$ cat config.mk
export PLATFORM = sky130hd
export DESIGN_NAME = mvx_unit
export DESIGN_NICKNAME = d
export VERILOG_FILES = /design/src/rtl/mvx_pkg.sv /design/src/rtl/mvx_scan.sv /design/src/rtl/mvx_alu.sv /design/src/rtl/mvx_seq.sv /design/src/rtl/mvx_unit.sv
export SDC_FILE = /design/constraint.sdc
export NUM_CORES = 1
export LEC_CHECK = 0
export BUFFER_PORTS_ARGS = -buffer_cell sky130_fd_sc_hd__buf_2
export CAP_MARGIN = 20
export CORE_AREA = 2 2 86 88
export CTS_CLUSTER_SIZE = 8
export DETAILED_ROUTE_END_ITERATION = 8
export DIE_AREA = 0 0 88 90
export PLACE_DENSITY_LB_ADDON = 0.3
export SYNTH_ARGS = -nofsm -noshare
export SYNTH_HDL_FRONTEND = slang
export SYNTH_SLANG_ARGS = --single-unit
$ cat constraint.sdc
create_clock -name clk -period 4.3 [get_ports clk]
set_input_delay 0.86 -clock clk [delete_from_list [all_inputs] [get_ports clk]]
set_output_delay 0.86 -clock clk [all_outputs]
set_load 0.005 [all_outputs]
$ cat src/rtl/mvx_pkg.sv
package mvx_pkg;

  typedef enum logic [2:0] {
    OP_ADD  = 3'd0,
    OP_SUB  = 3'd1,
    OP_MOV  = 3'd2,
    OP_CEQZ = 3'd3,
    OP_CNEZ = 3'd4,
    OP_CGE  = 3'd5,
    OP_MNOT = 3'd6,
    OP_NOP  = 3'd7
  } mvx_op_e;

  typedef enum logic [1:0] {
    ST_IDLE = 2'd0,
    ST_RUN  = 2'd1,
    ST_FIN  = 2'd2
  } mvx_state_e;

  function automatic logic is_cmp(input mvx_op_e op);
    return (op == OP_CEQZ) || (op == OP_CNEZ) || (op == OP_CGE);
  endfunction

  function automatic logic is_arith(input mvx_op_e op);
    return (op == OP_ADD) || (op == OP_SUB) || (op == OP_MOV);
  endfunction

endpackage

$ cat src/rtl/mvx_scan.sv
// Finds the lowest set bit of vec at or above position from.
module mvx_scan #(
  parameter int N  = 8,
  parameter int IW = 3,
  parameter int PW = 4
) (
  input  logic [N-1:0]  vec,
  input  logic [PW-1:0] from,
  output logic          found,
  output logic [IW-1:0] idx
);

  always_comb begin
    found = 1'b0;
    idx   = '0;
    for (int i = N - 1; i >= 0; i--) begin
      if (vec[i] && (i >= int'(from))) begin
        found = 1'b1;
        idx   = IW'(i);
      end
    end
  end

endmodule

$ cat src/rtl/mvx_alu.sv
module mvx_alu
  import mvx_pkg::*;
#(
  parameter int EW = 16
) (
  input  mvx_op_e       op,
  input  logic [EW-1:0] a,
  input  logic [EW-1:0] b,
  output logic [EW-1:0] res,
  output logic          cmp_bit
);

  always_comb begin
    res     = '0;
    cmp_bit = 1'b0;
    case (op)
      OP_ADD:  res = a + b;
      OP_SUB:  res = a - b;
      OP_MOV:  res = a;
      OP_CEQZ: cmp_bit = (a == '0);
      OP_CNEZ: cmp_bit = (a != '0);
      OP_CGE:  cmp_bit = (a >= b);
      default: ;
    endcase
  end

endmodule

$ cat src/rtl/mvx_seq.sv
module mvx_seq
  import mvx_pkg::*;
#(
  parameter int N  = 8,
  parameter int RW = 2,
  parameter int LW = 4,
  parameter int IW = 3
) (
  input  logic          clk,
  input  logic          rst_n,
  input  logic          cmd_valid,
  input  logic [2:0]    cmd_op,
  input  logic          cmd_dense,
  input  logic [LW-1:0] cmd_vlen,
  input  logic [RW-1:0] cmd_src_a,
  input  logic [RW-1:0] cmd_src_b,
  input  logic [RW-1:0] cmd_dst,
  input  logic          cmp_bit,
  output mvx_op_e       op_q,
  output logic [RW-1:0] src_a_q,
  output logic [RW-1:0] src_b_q,
  output logic [RW-1:0] dst_q,
  output logic [IW-1:0] idx_q,
  output logic [N-1:0]  mask_q,
  output logic          wr_en,
  output logic          busy,
  output logic          done
);

  localparam int PW = IW + 1;

  mvx_state_e    state_q, state_d;
  logic          dense_q;
  logic [LW-1:0] vlen_q;
  logic [IW-1:0] idx_d;
  logic [N-1:0]  mask_d;
  mvx_op_e       new_op;
  logic          idle, accept;
  logic [N-1:0]  len_new, len_cur;
  logic          scan_dense;
  logic [N-1:0]  scan_vec;
  logic [PW-1:0] scan_from;
  logic          scan_found;
  logic [IW-1:0] scan_idx;

  assign new_op = mvx_op_e'(cmd_op);
  assign idle   = (state_q == ST_IDLE);
  assign accept = cmd_valid && idle;

  always_comb begin
    for (int i = 0; i < N; i++) begin
      len_new[i] = (i < int'(cmd_vlen));
      len_cur[i] = (i < int'(vlen_q));
    end
  end

  // One scanner serves both modes: all-ones mask for stepping, live mask for skipping.
  assign scan_dense = idle ? (cmd_dense && is_arith(new_op)) : (dense_q && is_arith(op_q));
  assign scan_vec   = (idle ? len_new : len_cur) & (scan_dense ? mask_q : {N{1'b1}});
  assign scan_from  = idle ? '0 : (PW'(idx_q) + PW'(1));

  mvx_scan #(.N(N), .IW(IW), .PW(PW)) u_scan (
    .vec   (scan_vec),
    .from  (scan_from),
    .found (scan_found),
    .idx   (scan_idx)
  );

  always_comb begin
    state_d = state_q;
    idx_d   = idx_q;
    mask_d  = mask_q;
    case (state_q)
      ST_IDLE: begin
        if (cmd_valid) begin
          case (new_op)
            OP_CEQZ, OP_CNEZ, OP_CGE, OP_ADD, OP_SUB, OP_MOV: begin
              if (is_cmp(new_op)) mask_d = '0;
              if (scan_found) begin
                state_d = ST_RUN;
                idx_d   = scan_idx;
              end else begin
                state_d = ST_FIN;
              end
            end
            OP_MNOT: begin
              mask_d  = ~mask_q & len_new;
              state_d = ST_FIN;
            end
            default: state_d = ST_FIN;
          endcase
        end
      end
      ST_RUN: begin
        if (is_cmp(op_q)) mask_d[idx_q] = cmp_bit;
        if (scan_found) idx_d = scan_idx;
        else            state_d = ST_FIN;
      end
      ST_FIN:  state_d = ST_IDLE;
      default: state_d = ST_IDLE;
    endcase
  end

  always_ff @(posedge clk or negedge rst_n) begin
    if (!rst_n) begin
      state_q <= ST_IDLE;
      idx_q   <= '0;
      mask_q  <= '0;
      op_q    <= OP_NOP;
      dense_q <= 1'b0;
      vlen_q  <= '0;
      src_a_q <= '0;
      src_b_q <= '0;
      dst_q   <= '0;
    end else begin
      state_q <= state_d;
      idx_q   <= idx_d;
      mask_q  <= mask_d;
      if (accept) begin
        op_q    <= new_op;
        dense_q <= cmd_dense;
        vlen_q  <= cmd_vlen;
        src_a_q <= cmd_src_a;
        src_b_q <= cmd_src_b;
        dst_q   <= cmd_dst;
      end
    end
  end

  assign wr_en = (state_q == ST_RUN) && is_arith(op_q) && mask_q[idx_q];
  assign busy  = !idle;
  assign done  = (state_q == ST_FIN);

  // a write never reaches past the active length
  p_wr_in_len_r5: assert property (@(posedge clk) disable iff (!rst_n)
    wr_en |-> (int'(idx_q) < int'(vlen_q)));

  // mask is left alone while arithmetic runs
  p_mask_hold_r5: assert property (@(posedge clk) disable iff (!rst_n)
    (state_q == ST_RUN && is_arith(op_q)) |=> $stable(mask_q));

  // skip mode only visits set mask bits
  p_dense_hit_r7: assert property (@(posedge clk) disable iff (!rst_n)
    (state_q == ST_RUN && dense_q && is_arith(op_q)) |-> mask_q[idx_q]);

  // element index rises strictly within a command
  p_idx_rise_r7: assert property (@(posedge clk) disable iff (!rst_n)
    (state_q == ST_RUN) |=> (state_q != ST_RUN || idx_q > $past(idx_q)));

  // compare leaves no mask bits at or above the length
  p_cmp_tail_r3: assert property (@(posedge clk) disable iff (!rst_n)
    (state_q == ST_FIN && is_cmp(op_q)) |-> ((mask_q & ~len_cur) == '0));

  // done is a single-cycle pulse followed by idle
  p_done_pulse_r6: assert property (@(posedge clk) disable iff (!rst_n)
    done |=> (!done && !busy));

endmodule

$ cat src/rtl/mvx_unit.sv
module mvx_unit
  import mvx_pkg::*;
#(
  parameter int NELEM = 8,
  parameter int EW    = 16,
  parameter int NREG  = 4,
  localparam int RW   = (NREG > 1) ? $clog2(NREG) : 1,
  localparam int IW   = (NELEM > 1) ? $clog2(NELEM) : 1,
  localparam int LW   = $clog2(NELEM + 1)
) (
  input  logic             clk,
  input  logic             rst_n,
  input  logic             cmd_valid,
  input  logic [2:0]       cmd_op,
  input  logic             cmd_dense,
  input  logic [LW-1:0]    cmd_vlen,
  input  logic [RW-1:0]    cmd_src_a,
  input  logic [RW-1:0]    cmd_src_b,
  input  logic [RW-1:0]    cmd_dst,
  output logic             busy,
  output logic             done,
  output logic [RW-1:0]    rd_reg_a,
  output logic [RW-1:0]    rd_reg_b,
  output logic [IW-1:0]    rd_elem,
  input  logic [EW-1:0]    rd_data_a,
  input  logic [EW-1:0]    rd_data_b,
  output logic             wr_en,
  output logic [RW-1:0]    wr_reg,
  output logic [IW-1:0]    wr_elem,
  output logic [EW-1:0]    wr_data,
  output logic [NELEM-1:0] vmask
);

  mvx_op_e       op_q;
  logic [RW-1:0] src_a_q, src_b_q, dst_q;
  logic [IW-1:0] idx_q;
  logic          cmp_bit;

  mvx_seq #(.N(NELEM), .RW(RW), .LW(LW), .IW(IW)) u_seq (
    .clk       (clk),
    .rst_n     (rst_n),
    .cmd_valid (cmd_valid),
    .cmd_op    (cmd_op),
    .cmd_dense (cmd_dense),
    .cmd_vlen  (cmd_vlen),
    .cmd_src_a (cmd_src_a),
    .cmd_src_b (cmd_src_b),
    .cmd_dst   (cmd_dst),
    .cmp_bit   (cmp_bit),
    .op_q      (op_q),
    .src_a_q   (src_a_q),
    .src_b_q   (src_b_q),
    .dst_q     (dst_q),
    .idx_q     (idx_q),
    .mask_q    (vmask),
    .wr_en     (wr_en),
    .busy      (busy),
    .done      (done)
  );

  mvx_alu #(.EW(EW)) u_alu (
    .op      (op_q),
    .a       (rd_data_a),
    .b       (rd_data_b),
    .res     (wr_data),
    .cmp_bit (cmp_bit)
  );

  assign rd_reg_a = src_a_q;
  assign rd_reg_b = src_b_q;
  assign rd_elem  = idx_q;
  assign wr_reg   = dst_q;
  assign wr_elem  = idx_q;

endmodule

# Word-level counts from Yosys, hierarchy flattened

Cells that the tools add are included.

Flip-flop bits (word level): 27
Input bits: 49
Word-level logic and storage cells: 135

$add $sub $neg: 3
Order comparisons: 27
Equal/unequal tests: 19
Mux-type cells: 41
Bitwise logic cells: 3
Reduce and logical (&&, ||, !) cells: 33

Operator list:

| kind                                                | count |
|---|---|
| case mux 16 bit (3 select lines)                    | 1 |
| two-way mux 8 bit                                   | 5 |
| two-way mux 3 bit                                   | 11 |
| < comparator 3 x 4 -> 1 bit, first input constant   | 8 |
| case mux 8 bit (2 select lines)                     | 2 |
| adder 16 bit                                        | 1 |
| bitwise AND 8 bit                                   | 2 |
| >= comparator 16 bit                                | 1 |
| >= comparator 3 x 4 -> 1 bit, first input constant  | 4 |
| logical NOT 16 bit                                  | 1 |
| < comparator 1 x 4 -> 1 bit, first input constant   | 4 |
| < comparator 2 x 4 -> 1 bit, first input constant   | 4 |
| nonzero test 16 bit                                 | 1 |
| subtractor 16 bit                                   | 1 |
| equality test 3 bit, second input constant          | 5 |
| logical AND 1 bit                                   | 14 |
| equality test 3 x 2 -> 1 bit, second input constant | 4 |
| two-way mux 1 bit                                   | 11 |
| bitwise mux 8 bit                                   | 1 |
| >= comparator 1 x 4 -> 1 bit, first input constant  | 2 |
| >= comparator 2 x 4 -> 1 bit, first input constant  | 2 |
| logical OR 1 bit                                    | 8 |
| two-way mux 2 bit                                   | 4 |
| inverter 8 bit                                      | 1 |
| other kinds (23)                                    | 28 |

# Longest topological paths before layout

Gate-level depths: netlist of the first run.

Depth in word-level cells: 20
Depth in mapped cells: 12

# Cells and area by module

From an unflattened synthesis of the first run, not the netlist that was laid out.

Cells, all modules: 504
Area, all modules: 3,942.5 sq um

By module, submodules not included:

| module   | times used | cells an instance | area each (sq um) | sequential area each (sq um) |
|---|---|---|---|---|
| mvx_alu  | 1          | 284               | 1,936.9           | 0.0 |
| mvx_seq  | 1          | 179               | 1,746.7           | 679.4 |
| mvx_scan | 1          | 38                | 236.5             | 0.0 |
| mvx_unit | 1          | 3                 | 22.5              | 0.0 |

# Worst setup path after synthesis of the first run

No wires, ideal clock.

Kind: in2out
Start: in rd_data_a[0]
End: out wr_data[12]
Data arrival time: 2,807 ps
Slack: 633 ps
Cell stages on the path: 12
Buffers on the path: 0
Cells stage by stage: inv_1 -> ha_1 -> inv_1 -> fa_1 -> a21o_1 -> a21o_1 -> a211oi_1 -> o21bai_1 -> a31oi_1 -> a21oi_1 -> xor2_1 -> a22o_1

Cells in the longest elaborated chain, start to end: 2
Elaborated cells on any way between the ends: 3
Those cells by class: add/sub: 2; mux: 1

Ends and longest elaborated chain:

| what                                              | line                         | text |
|---|---|---|
| from (decl)                                       | mvx_unit.sv:25               | `input logic [EW-1:0] rd_data_a,` |
| subtractor 16 bit or adder 16 bit (tied branches) | mvx_alu.sv:18, mvx_alu.sv:17 |  |
| case mux 16 bit (3 select lines) *                | mvx_alu.sv:16                | `case (op)` |
| to (decl)                                         | mvx_unit.sv:30               | `output logic [EW-1:0] wr_data,` |

Mark *: on every way between the ends. The rest lies on a longest branch, timed or not.

# Worst setup path after layout of the first run

Start: in rd_data_a[0]
End: out wr_data[14]

The elaborated chain is that of the path after synthesis.

==> metrics.yaml, run 1 <==
viasPerCell: 6.070
finalNetCount: 632
switching_power_mw: 1.298
drv_slew: 0
hold_viol_final: 0
pin_count: 88
root_buffer: "clkbuf_8"
grt_pass1_wl_um: 17640
clock_latency_ns: 0.28
portBuffers: 87
sequentialPowerShare_pct: 24.9
ys_ff_latch: 27
avgSynthCellArea_um2: 7.653
die_area_um2: 7920
synth-edff-count: 0
slew_headroom_pct: 57.53
crit_top_cell: "buf_2"
worstSetupEndpointType: "output pin"
tightest_slew_ns: 0.6370
pwr-share-clk_pct: 5.7
skew_ns: 0.01130
drcViolationCount: 0
wire_per_inst_um: 16.42
grt_antenna_before_repair: 0
cpMaxStageDelayCell: "fa_1"
clock.fmax_mhz: 241.6
clock_path_buffers: 2
cp_max_fo: 4
fin_setup_tns_ns: 0
cp_top_family: "compound AO/OA/AOI/OAI gates"
period_share_pct: 96.28
path_cells: "buf_2, ha_1, fa_1, nor2b_1, o21ai_1, a31oi_1, a221oi_2, o21bai_1, a21oi_1, mux2i_1, nand4b_1, buf_2"
yosys_warnings: 0
synth.area.top_cells: "dfrtp_1 (16%), ha_1 (11%), a21oi_1 (4.8%)"
grt_pass1_vias: 3597
netlist_instances: 481
synth_largest_area_cell: "dfrtp_1"
gp_congestion: 0.9600
path_clk_slew_ns: 0.09
worstPathRequired_ns: 3.44
area_delta_synth_final_pct: 14.21
peakVddDrop_uv: 396.8
drtIter0Drc: 404
synth_commonest_cells: "nand2_1 (41), nor2_1 (37), a21oi_1 (35), ha_1 (32)"
status: "complete, no violations"
fp.coreArea_um2: 7020
crit_arrival_ns: 3.28
synth.net_count: 564
setup_viol_count_final: 0
routed_wl_um: 10620
placementRows: 31
ant_nets: 0
gr-total-overflow: 0
hold_ws_ns: 0.5079
hold_class: "reg2reg"
cts_hold_buf: 0
syn_area_um2: 3681
grtUsageTotal_pct: 26.99
n_antenna_cell: 0
pwr-share-comb_pct: 69.4
cpPeakStageDelay_ns: 0.39
grt_max_degree: 28
layout_min_cycle_time_ns: 4.140
leakage_nw: 1.968
synthArstFlopShare_pct: 100.0
p_int_mw: 1.299
cts_tree: "done"
start_util_pct: 52.43
dp_hpwl_um: 8212
fp.dieH_um: 90
vias: 3927
yosysSeqAreaShare_pct: 18.46
startpoint_type: "input port"
synthFlopType: "dfrtp_1"
numCtsBuffers: 3
crit_type: "in2out"
layout-drive-gt1-share_pct: 24.82
clkSinkCount: 27
ys_types: 69
drt_pass1_iterations: 6
rsz0062_at_grt: "false"
h-tree-depth: 1
synth.top_cell.area_share_pct: 16.32
crit_buf_inv: 2
swShare_pct: 49.98
drv_cap: 0
dieWidth_um: 88
power_density_nw_per_um2: 617.8
synthMostInstantiatedCell: "nand2_1"
final cells by class:
type	instances	area, um^2
Clock buffer	4	45.04
Inverter	33	123.9
Tap cell	99	123.9
Fill cell	663	2816
Multi-Input combinational cell	390	2744
Timing Repair Buffer	94	488.0
Sequential cell	27	679.4
cell usage in the layout (no fill, tap or decap), types with 4 or more instances in the layout:
| master | instances |
|---|---|
| a21oi_1 | 35 |
| a31oi_1 | 18 |
| and2_1 | 4 |
| buf_2 | 87 |
| o22ai_1 | 4 |
| or3_1 | 15 |
| nand2_1 | 41 |
| nand2b_1 | 6 |
| o211ai_1 | 5 |
| inv_1 | 31 |
| nor2b_1 | 10 |
| buf_4 | 7 |
| a211oi_1 | 4 |
| o21bai_1 | 7 |
| nor4_1 | 5 |
| o2111ai_1 | 4 |
| nor2_1 | 37 |
| mux2_2 | 13 |
| o21ai_0 | 30 |
| a22o_1 | 10 |
| nand3_1 | 12 |
| xor2_1 | 6 |
| dfrtp_1 | 24 |
| xnor2_1 | 7 |
| nor3_1 | 13 |
| o31ai_1 | 6 |
| ha_1 | 32 |
| o21a_1 | 7 |
| a21o_1 | 5 |
timing repair:
| item | 4_1_cts | 5_1_grt |
|---|---|---|
| endpoints found under the hold margin | 0 | 0 |
| setup endpoints to repair | 0 | 2 |
| gates resized for setup | 0 | 3 |
| setup buffers | 0 | 1 |
worst register-to-register path, stage by stage (launching register included):
cell,delay [ns]
dfstp_2,0.84
a21oi_1,0.17
a32oi_1,0.23
buf_4,0.19
nor2_1,0.06
a2111oi_2,0.42
a221oi_2,0.06
and3_4,0.21
a21oi_4,0.17
mux2_4,0.32
path summary, 6_finish.rpt:
check / from / endpoint / slack [ns] / cells past startpoint
setup reg to reg: u_seq.op_q[0] / u_seq.idx_q[0] / 1.53 / 9
max in group asynchronous: rst_n / u_seq.dense_q / 3.31 / 1
min in group asynchronous: rst_n / u_seq.mask_q[0] / 0.58 / 1
hold / removal: u_seq.src_b_q[1] / u_seq.src_b_q[1] / 0.51 / 1
setup / recovery: rd_data_a[0] / wr_data[14] / 0.16 / 12
hold reg to reg: u_seq.src_b_q[1] / u_seq.src_b_q[1] / 0.51 / 1
logic make-up after synthesis:
logic type	Yosys count	share of synthesized area, %
compound gates	165	31.20
xor+xnor	13	3.093
fa+ha+maj	34	11.96
buf+inv	64	7.342
flops	27	18.46
mux	18	5.608
simple gates	160	22.33
stage by stage:
| step | power, mW | cell area (um^2) | utilization, % | instances | setup slack (ns) |
|---|---|---|---|---|---|
| after floorplan | 1.898 | 3681 | - | 481 | 0.6329 |
| after global routing | 2.823 | 4204 | 59.88 | 647 | 0.01796 |
| after CTS | 2.560 | 4177 | 59.49 | 645 | 0.04516 |
| final | 2.597 | 4204 | 59.88 | 647 | 0.1601 |
| after global placement | 2.372 | 4131 | 58.85 | 641 | 0.09042 |
| after detailed placement | 2.401 | 4131 | 58.85 | 641 | 0.05400 |
routing by layer:
layer / GRT usage, % / share of wire [%] / up-vias
li1: - / - / 1907
met1: 41.77 / 48 / 1835
met2: 41.22 / 44 / 173
met3: 2.204 / 6.3 / 12
met4: 4.359 / 1.3 / 0
met5: 0 / 0 / -
power groups by stage:
stage	combinational (mW)	sequential (mW)	clock (mW)
CTS	1.77	0.638	0.151
finish	1.80	0.647	0.147
global route	1.99	0.673	0.163
global placement	1.73	0.639	0
detailed placement	1.76	0.642	0
floorplan	1.39	0.510	0
sequential cells by signal (all words and copies together), names as in the netlist:
register,flops
u_seq.dense_q,1
u_seq.dst_q,2
u_seq.idx_q,3
u_seq.mask_q,8
u_seq.op_q,3
u_seq.src_a_q,2
u_seq.src_b_q,2
u_seq.state_q,2
u_seq.vlen_q,4
Note: power is estimated with default switching activity, not from simulation.
==> run 2: changes to the inputs <==
--- a/config.mk
+++ b/config.mk
@@ -7,11 +7,12 @@
 export LEC_CHECK = 0
 export BUFFER_PORTS_ARGS = -buffer_cell sky130_fd_sc_hd__buf_2
 export CAP_MARGIN = 20
-export CORE_AREA = 2 2 86 88
+export CORE_AREA = 2 2 89 91
 export CTS_CLUSTER_SIZE = 8
 export DETAILED_ROUTE_END_ITERATION = 8
-export DIE_AREA = 0 0 88 90
+export DIE_AREA = 0 0 91 93
 export PLACE_DENSITY_LB_ADDON = 0.3
 export SYNTH_ARGS = -nofsm -noshare
 export SYNTH_HDL_FRONTEND = slang
+export SYNTH_HIERARCHICAL = 1
 export SYNTH_SLANG_ARGS = --single-unit
==> constraint.sdc (replaced) <==
create_clock -name clk -period 5.4 [get_ports clk]
set_input_delay 1.08 -clock clk [delete_from_list [all_inputs] [get_ports clk]]
set_output_delay 1.08 -clock clk [all_outputs]
set_load 0.005 [all_outputs]
==> metrics.yaml, run 2 <==
status: "complete, no violations"
synth-edff-count: 0  # unchanged
worstPathRequired_ns: 4.32  # +0.88 ns
clock_path_buffers: 2  # unchanged
synthSimpleGateAreaFrac_pct: 22.60  # +0.26 points
avgSynthCellArea_um2: 7.822  # +2.2%
drv_cap: 0  # unchanged
grtUsageTotal_pct: 26.28  # -0.70 points
synthMostInstantiatedCell: "nor2_1"
drv_slew: 0  # unchanged
drcViolationCount: 0  # unchanged
dp_hpwl_um: 8326  # +1.4%
layout_min_cycle_time_ns: 4.454
synth.net_count: 587  # +4.1%
syn_area_um2: 3943  # +7.1%
synthArstFlopShare_pct: 100.0  # unchanged
cp_max_fo: 4  # unchanged
ys_types: 87  # +26%
placementRows: 32  # +3.2%
post_cts_buffers: 0  # unchanged
pin_count: 88  # unchanged
synthAdderAreaFrac_pct: 11.17  # -0.79 points
rsz0062_at_grt: "false"
gp_congestion: 0.9112  # -5.1%
yosysSeqAreaShare_pct: 17.23  # -1.2 points
crit_type: "in2out"
synth_largest_area_cell: "dfrtp_1"
n_antenna_cell: 0  # unchanged
final_cells: 662  # +2.3%
slew_headroom_pct: 31.64  # -26 points
worstSetupEndpointType: "output pin"
power_density_nw_per_um2: 481.9  # -22%
yosys_warnings: 6  # +6
ys_ff_latch: 27  # unchanged
largest_reg_flops: 8  # unchanged
clock.fmax_mhz: 224.5
synth_mux_area_share_pct: 6.157  # +0.55 points
numCtsBuffers: 3  # unchanged
leakage_nw: 1.942  # -1.3%
grt_antenna_before_repair: 0  # unchanged
netlist_instances: 504  # +4.8%
grt_pass1_vias: 3861  # +7.3%
vias: 4071  # +3.7%
path_cells: "buf_2, inv_1, ha_1, fa_1, nor2b_1, o21bai_1, a21oi_1, o211ai_1, a31oi_1, mux2_2, nand3_1, buf_2"
hold_viol_final: 0  # unchanged
start_util_pct: 52.38  # -0.056 points
h-tree-depth: 1  # unchanged
startpoint_type: "input port"
utilization_pct: 57.30  # -2.6 points
tightest_slew_ns: 1.022  # +0.3846 ns
clock_latency_ns: 0.28  # about the same
power.total_mw: 2.078  # -20%
drtIter0Drc: 222  # -45%
portBuffers: 87  # unchanged
path_clk_slew_ns: 0.09  # about the same
final_cell_mix: "buf_2 (87), nor2_1 (48), inv_1 (39)"
synth_commonest_cells: "nor2_1 (48), inv_1 (39), a21oi_1 (32), ha_1 (32), o21ai_0 (29)"
largest-register: "u_seq/mask_q"
dpl.cell_count: 658  # +2.7%
clkSinkCount: 27  # unchanged
crit_buf_inv: 3  # +1
fin_setup_tns_ns: 0  # unchanged
fp.dieH_um: 93  # +3.3%
finalNetCount: 644  # +1.9%
grt_max_degree: 36  # +29%
synth_xor_xnor_area_share_pct: 2.444  # -0.65 points
drt_pass1_iterations: 5  # -1
crit_top_cell: "buf_2"
wire_per_inst_um: 16.46  # +0.25%
period_share_pct: 82.48
dieWidth_um: 91  # +3.4%
setup_viol_count_final: 0  # unchanged
area_delta_synth_final_pct: 9.394
cpPeakStageDelay_ns: 0.41  # +0.02 ns
synth_compound_area_share_pct: 30.63  # -0.58 points
cpMaxStageDelayCell: "fa_1"
gr-total-overflow: 0  # unchanged
cp_top_family: "compound AO/OA/AOI/OAI gates"
final_common_cell: "buf_2"
grt_pass1_wl_um: 18350  # +4.0%
synth_top_family_by_area: "compound AO/OA/AOI/OAI gates"
fp.coreArea_um2: 7527  # +7.2%
viasPerCell: 6.150  # +1.3%
synth.area.top_cells: "dfrtp_1 (15%), ha_1 (10%), mux2_2 (5.1%)"
hold_class: "reg2reg"
cts_hold_buf: 0  # unchanged
routed_wl_um: 10900  # +2.6%
synth.top_cell.area_share_pct: 15.23  # -1.1 points
layout-drive-gt1-share_pct: 24.29  # -0.53 points
synthFlopType: "dfrtp_1"
ant_nets: 0  # unchanged
skew_ns: 0.002987  # -0.008312 ns
cts_tree: "done"
peakVddDrop_uv: 373.5  # -5.9%
die_area_um2: 8463  # +6.9%
root_buffer: "clkbuf_8"
top_regs: "u_seq/mask_q: 8 flops, u_seq/vlen_q: 4 flops"
crit_arrival_ns: 3.37  # +0.09 ns
cts_resized: 0  # unchanged
[run 2: kinds of logic (layout without fill, tap and decap cells)]
group,after synthesis,in the layout
AOI/OAI and AO/OA,173,173
xor gates and xnor gates,11,11
adders and majority gates,34,34
buffers and inverters,74,130
DFF,27,27
muxes,22,22
and+or+nand+nor,163,163
[run 2: metrics by stage]
| step | area, um^2 | worst slack, ns | hold WS (ns) |
|---|---|---|---|
| after floorplan | 3943 | 1.406 | 0.5003 |
| after global placement | 4267 | 1.020 | 0.4861 |
| after detailed placement | 4267 | 0.9784 | 0.4952 |
| after CTS | 4313 | 0.9785 | 0.5177 |
| after global routing | 4313 | 0.8023 | 0.5372 |
| final | 4313 | 0.9459 | 0.5111 |
[run 2: per-layer routing]
layer | vias to the layer above | GRT usage, % | share of wire, %
met5 | - | 0 | 0
met1 | 1895 | 34.06 | 43
li1 | 1983 | - | -
met3 | 19 | 2.176 | 6.3
met4 | 0 | 9.975 | 2.2
met2 | 174 | 45.74 | 49
[run 2: area by class of cell]
| cell class | instances | area (um^2) |
|---|---|---|
| repair buffers | 87 | 435.4 |
| inverters | 39 | 146.4 |
| clock inverters | 1 | 5.005 |
| clock buffers | 3 | 41.29 |
| fillers | 766 | 3214 |
| multi-input cells | 403 | 2878 |
| flip-flops and latches | 27 | 679.4 |
| well taps | 102 | 127.6 |
[run 2: power by group]
group	internal, mW	switching, mW
registers	0.313	0.204
clock network	0.0519	0.0672
logic	0.653	0.789
[run 2: path summary, 6_finish.rpt]
check	start	end	slack [ns]	cells past startpoint
setup / recovery	rd_data_a[0]	wr_data[10]	0.95	12
hold / removal	u_seq/src_b_q[0]	u_seq/src_b_q[0]	0.51	1
setup reg to reg	u_seq/op_q[0]	u_seq/idx_q[0]	1.65	10
hold reg to reg	u_seq/src_b_q[0]	u_seq/src_b_q[0]	0.51	1
max in group asynchronous	rst_n	u_seq/src_b_q[0]	4.19	1
min in group asynchronous	rst_n	u_seq/mask_q[7]	0.80	1
==> run 3: changes to the inputs <==
--- a/config.mk
+++ b/config.mk
@@ -5,12 +5,13 @@
 export SDC_FILE = /design/constraint.sdc
 export NUM_CORES = 1
 export LEC_CHECK = 0
+export ABC_AREA = 1
 export BUFFER_PORTS_ARGS = -buffer_cell sky130_fd_sc_hd__buf_2
 export CAP_MARGIN = 20
-export CORE_AREA = 2 2 89 91
+export CORE_AREA = 2 2 94 96
 export CTS_CLUSTER_SIZE = 8
 export DETAILED_ROUTE_END_ITERATION = 8
-export DIE_AREA = 0 0 91 93
+export DIE_AREA = 0 0 96 98
 export PLACE_DENSITY_LB_ADDON = 0.3
 export SYNTH_ARGS = -nofsm -noshare
 export SYNTH_HDL_FRONTEND = slang
==> constraint.sdc (replaced) <==
create_clock -name clk -period 4.2 [get_ports clk]
set_input_delay 0.84 -clock clk [delete_from_list [all_inputs] [get_ports clk]]
set_output_delay 0.84 -clock clk [all_outputs]
set_load 0.005 [all_outputs]
==> metrics.yaml, run 3 <==
status: "complete, no violations"
finalNetCount: 932  # +45%
dpl.cell_count: 952  # +45%
start_util_pct: 52.62  # +0.24 points
cts_hold_buf: 0  # unchanged
skew_ns: 0.003338  # +0.0003516 ns
synth_commonest_cells: "nand2_1 (241), inv_1 (130), nand3_1 (86), nor2_1 (70), o21ai_0 (35)"
synth.net_count: 858  # +46%
gp_congestion: 0.9568  # +5.0%
largest-register: "u_seq/mask_q"
slew_headroom_pct: 53.98  # +22 points
clock.fmax_mhz: 293.0
period_share_pct: 81.27
fp.dieH_um: 98  # +5.4%
worstPathRequired_ns: 3.36  # -0.96 ns
final_cells: 956  # +44%
area_delta_synth_final_pct: 10.56
path_clk_slew_ns: 0.10  # about the same
fillers: 868  # +13%
synth.area.top_cells: "nand2_1 (20%), dfrtp_1 (13%), inv_1 (11%)"
wire_per_inst_um: 13.52  # -18%
peakVddDrop_uv: 486.4  # +30%
grt_max_degree: 28  # -22%
grt_pass1_wl_um: 21550  # +17%
dp_hpwl_um: 10490  # +26%
netlist_instances: 775  # +54%
largest_reg_flops: 8  # unchanged
hold-path-cell-count: 1  # unchanged
fin_setup_tns_ns: 0  # unchanged
multi_input_area_um2: 3077  # +6.9%
hold_start: "u_seq/src_b_q[1]"
placementRows: 34  # +6.3%
fp.coreArea_um2: 8466  # +12%
cts_tree: "done"
final_cell_mix: "nand2_1 (241), inv_1 (130), buf_2 (87)"
synthFlopType: "dfrtp_1"
utilization_pct: 58.17  # +0.88 points
routed_wl_um: 12920  # +19%
setup_viol_count_final: 0  # unchanged
vias: 5135  # +26%
final_common_cell: "nand2_1"
avgSynthCellArea_um2: 5.747  # -27%
crit_type: "in2out"
leakage_nw: 2.914  # +50%
portBuffers: 87  # unchanged
ant_nets: 0  # unchanged
worstSetupEndpointType: "output pin"
placed_cell_area_um2: 4876  # +14%
yosys_warnings: 6  # unchanged
synth_largest_area_cell: "nand2_1"
drcViolationCount: 0  # unchanged
synthArstFlopShare_pct: 100.0  # unchanged
startpoint_type: "input port"
grtUsageTotal_pct: 27.98  # +1.7 points
post_cts_buffers: 0  # unchanged
gr-total-overflow: 0  # unchanged
ys_types: 44  # -49%
dieWidth_um: 96  # +5.5%
pin_count: 88  # unchanged
grt_antenna_before_repair: 0  # unchanged
startpoint: "rd_data_b[6]"
crit_arrival_ns: 2.57  # -0.80 ns
hold_viol_final: 0  # unchanged
h-tree-depth: 1  # unchanged
synth.top_cell.area_share_pct: 20.31  # +5.1 points
clock_latency_ns: 0.28  # about the same
clock_path_buffers: 2  # unchanged
root_buffer: "clkbuf_8"
drv_slew: 0  # unchanged
design_area_um2: 4925  # +14%
clkSinkCount: 27  # unchanged
grt_pass1_vias: 4879  # +26%
tightest_slew_ns: 0.6886  # -0.3330 ns
cts_resized: 0  # unchanged
power_density_nw_per_um2: 533.1  # +11%
rr_worst_depth: 14  # +4
yosysSeqAreaShare_pct: 15.25  # -2.0 points
drtIter0Drc: 220  # -0.90%
hold_ws_ns: 0.5089  # -0.002185 ns
final-seq-area_um2: 679.4  # unchanged
r2r_start: "u_seq/state_q[0]"
die_area_um2: 9408  # +11%
ys_ff_latch: 27  # unchanged
drt_pass1_iterations: 5  # unchanged
cp_max_fo: 9  # +5
hold_class: "reg2reg"
rsz0062_at_grt: "false"
syn_area_um2: 4454  # +13%
layout-drive-gt1-share_pct: 18.63  # -5.7 points
layout_min_cycle_time_ns: 3.413
top_regs: "u_seq/mask_q: 8 flops, u_seq/vlen_q: 4 flops"
synthMostInstantiatedCell: "nand2_1"
drv_cap: 0  # unchanged
numCtsBuffers: 3  # unchanged
synth-edff-count: 0  # unchanged
n_antenna_cell: 0  # unchanged
viasPerCell: 5.371  # -13%
[run 3: per-layer routing]
layer  GRT usage, %  wire length [um]  up-vias  part of all wire (%)
li1               -                 -     2587                     -
met1          34.15              5320     2320                    41
met2          49.73              6443      199                    50
met3          2.855               849       29                   6.6
met4          10.44               310        0                   2.4
met5              0                 0        -                     0
[run 3: cell type report]
type | instances | share of cell area [%]
multi-input cells | 587 | 62.47
flip-flops and latches | 27 | 13.80
inverters | 141 | 10.85
repair buffers | 89 | 9.146
well taps | 108 | 2.744
clock buffers | 3 | 0.8384
clock inverters | 1 | 0.1524
[run 3: worst max-delay path, stage by stage]
cell,delay [ns]
buf_2,0.09
inv_1,0.06
ha_1,0.51
nand2_1,0.13
inv_1,0.15
a21oi_1,0.09
nand2_1,0.20
nand2_1,0.10
nand2_1,0.07
nand2_1,0.05
nand3_1,0.09
nand3_1,0.07
buf_2,0.12
[run 3: worst paths after layout]
| kind | slack, ns | end |
|---|---|---|
| max | 0.79 | wr_data[11] |
| min | 0.51 | u_seq/src_b_q[1] |
| max reg2reg | 1.37 | u_seq/idx_q[2] |
| min reg2reg | 0.51 | u_seq/src_b_q[1] |
| max in group asynchronous | 3.24 | u_seq/vlen_q[3] |
| min in group asynchronous | 0.55 | u_seq/idx_q[2] |
[run 3: power by group]
part | switching, mW | total (mW) | internal [mW]
registers | 0.149 | 0.540 | 0.390
clock network | 0.0900 | 0.158 | 0.0675
logic | 1.22 | 1.93 | 0.711
[run 3: cell families after synthesis]
| group | after synthesis | share of synthesized area (%) |
|---|---|---|
| xor+xnor | 3 | 0.5900 |
| compound gates | 84 | 10.90 |
| buf+inv | 161 | 15.67 |
| simple gates | 458 | 45.67 |
| fa+ha+maj | 34 | 9.888 |
| flops | 27 | 15.25 |
| mux | 8 | 2.023 |
[run 3: stage by stage]
step | setup slack, ns | total power, mW
5_1_grt | 0.6875 | 2.910
4_1_cts | 0.8747 | 2.610
3_3_place_gp | 0.9055 | 2.396
6_report | 0.7865 | 2.626
3_5_place_dp | 0.8783 | 2.441
2_1_floorplan | 1.280 | 1.927
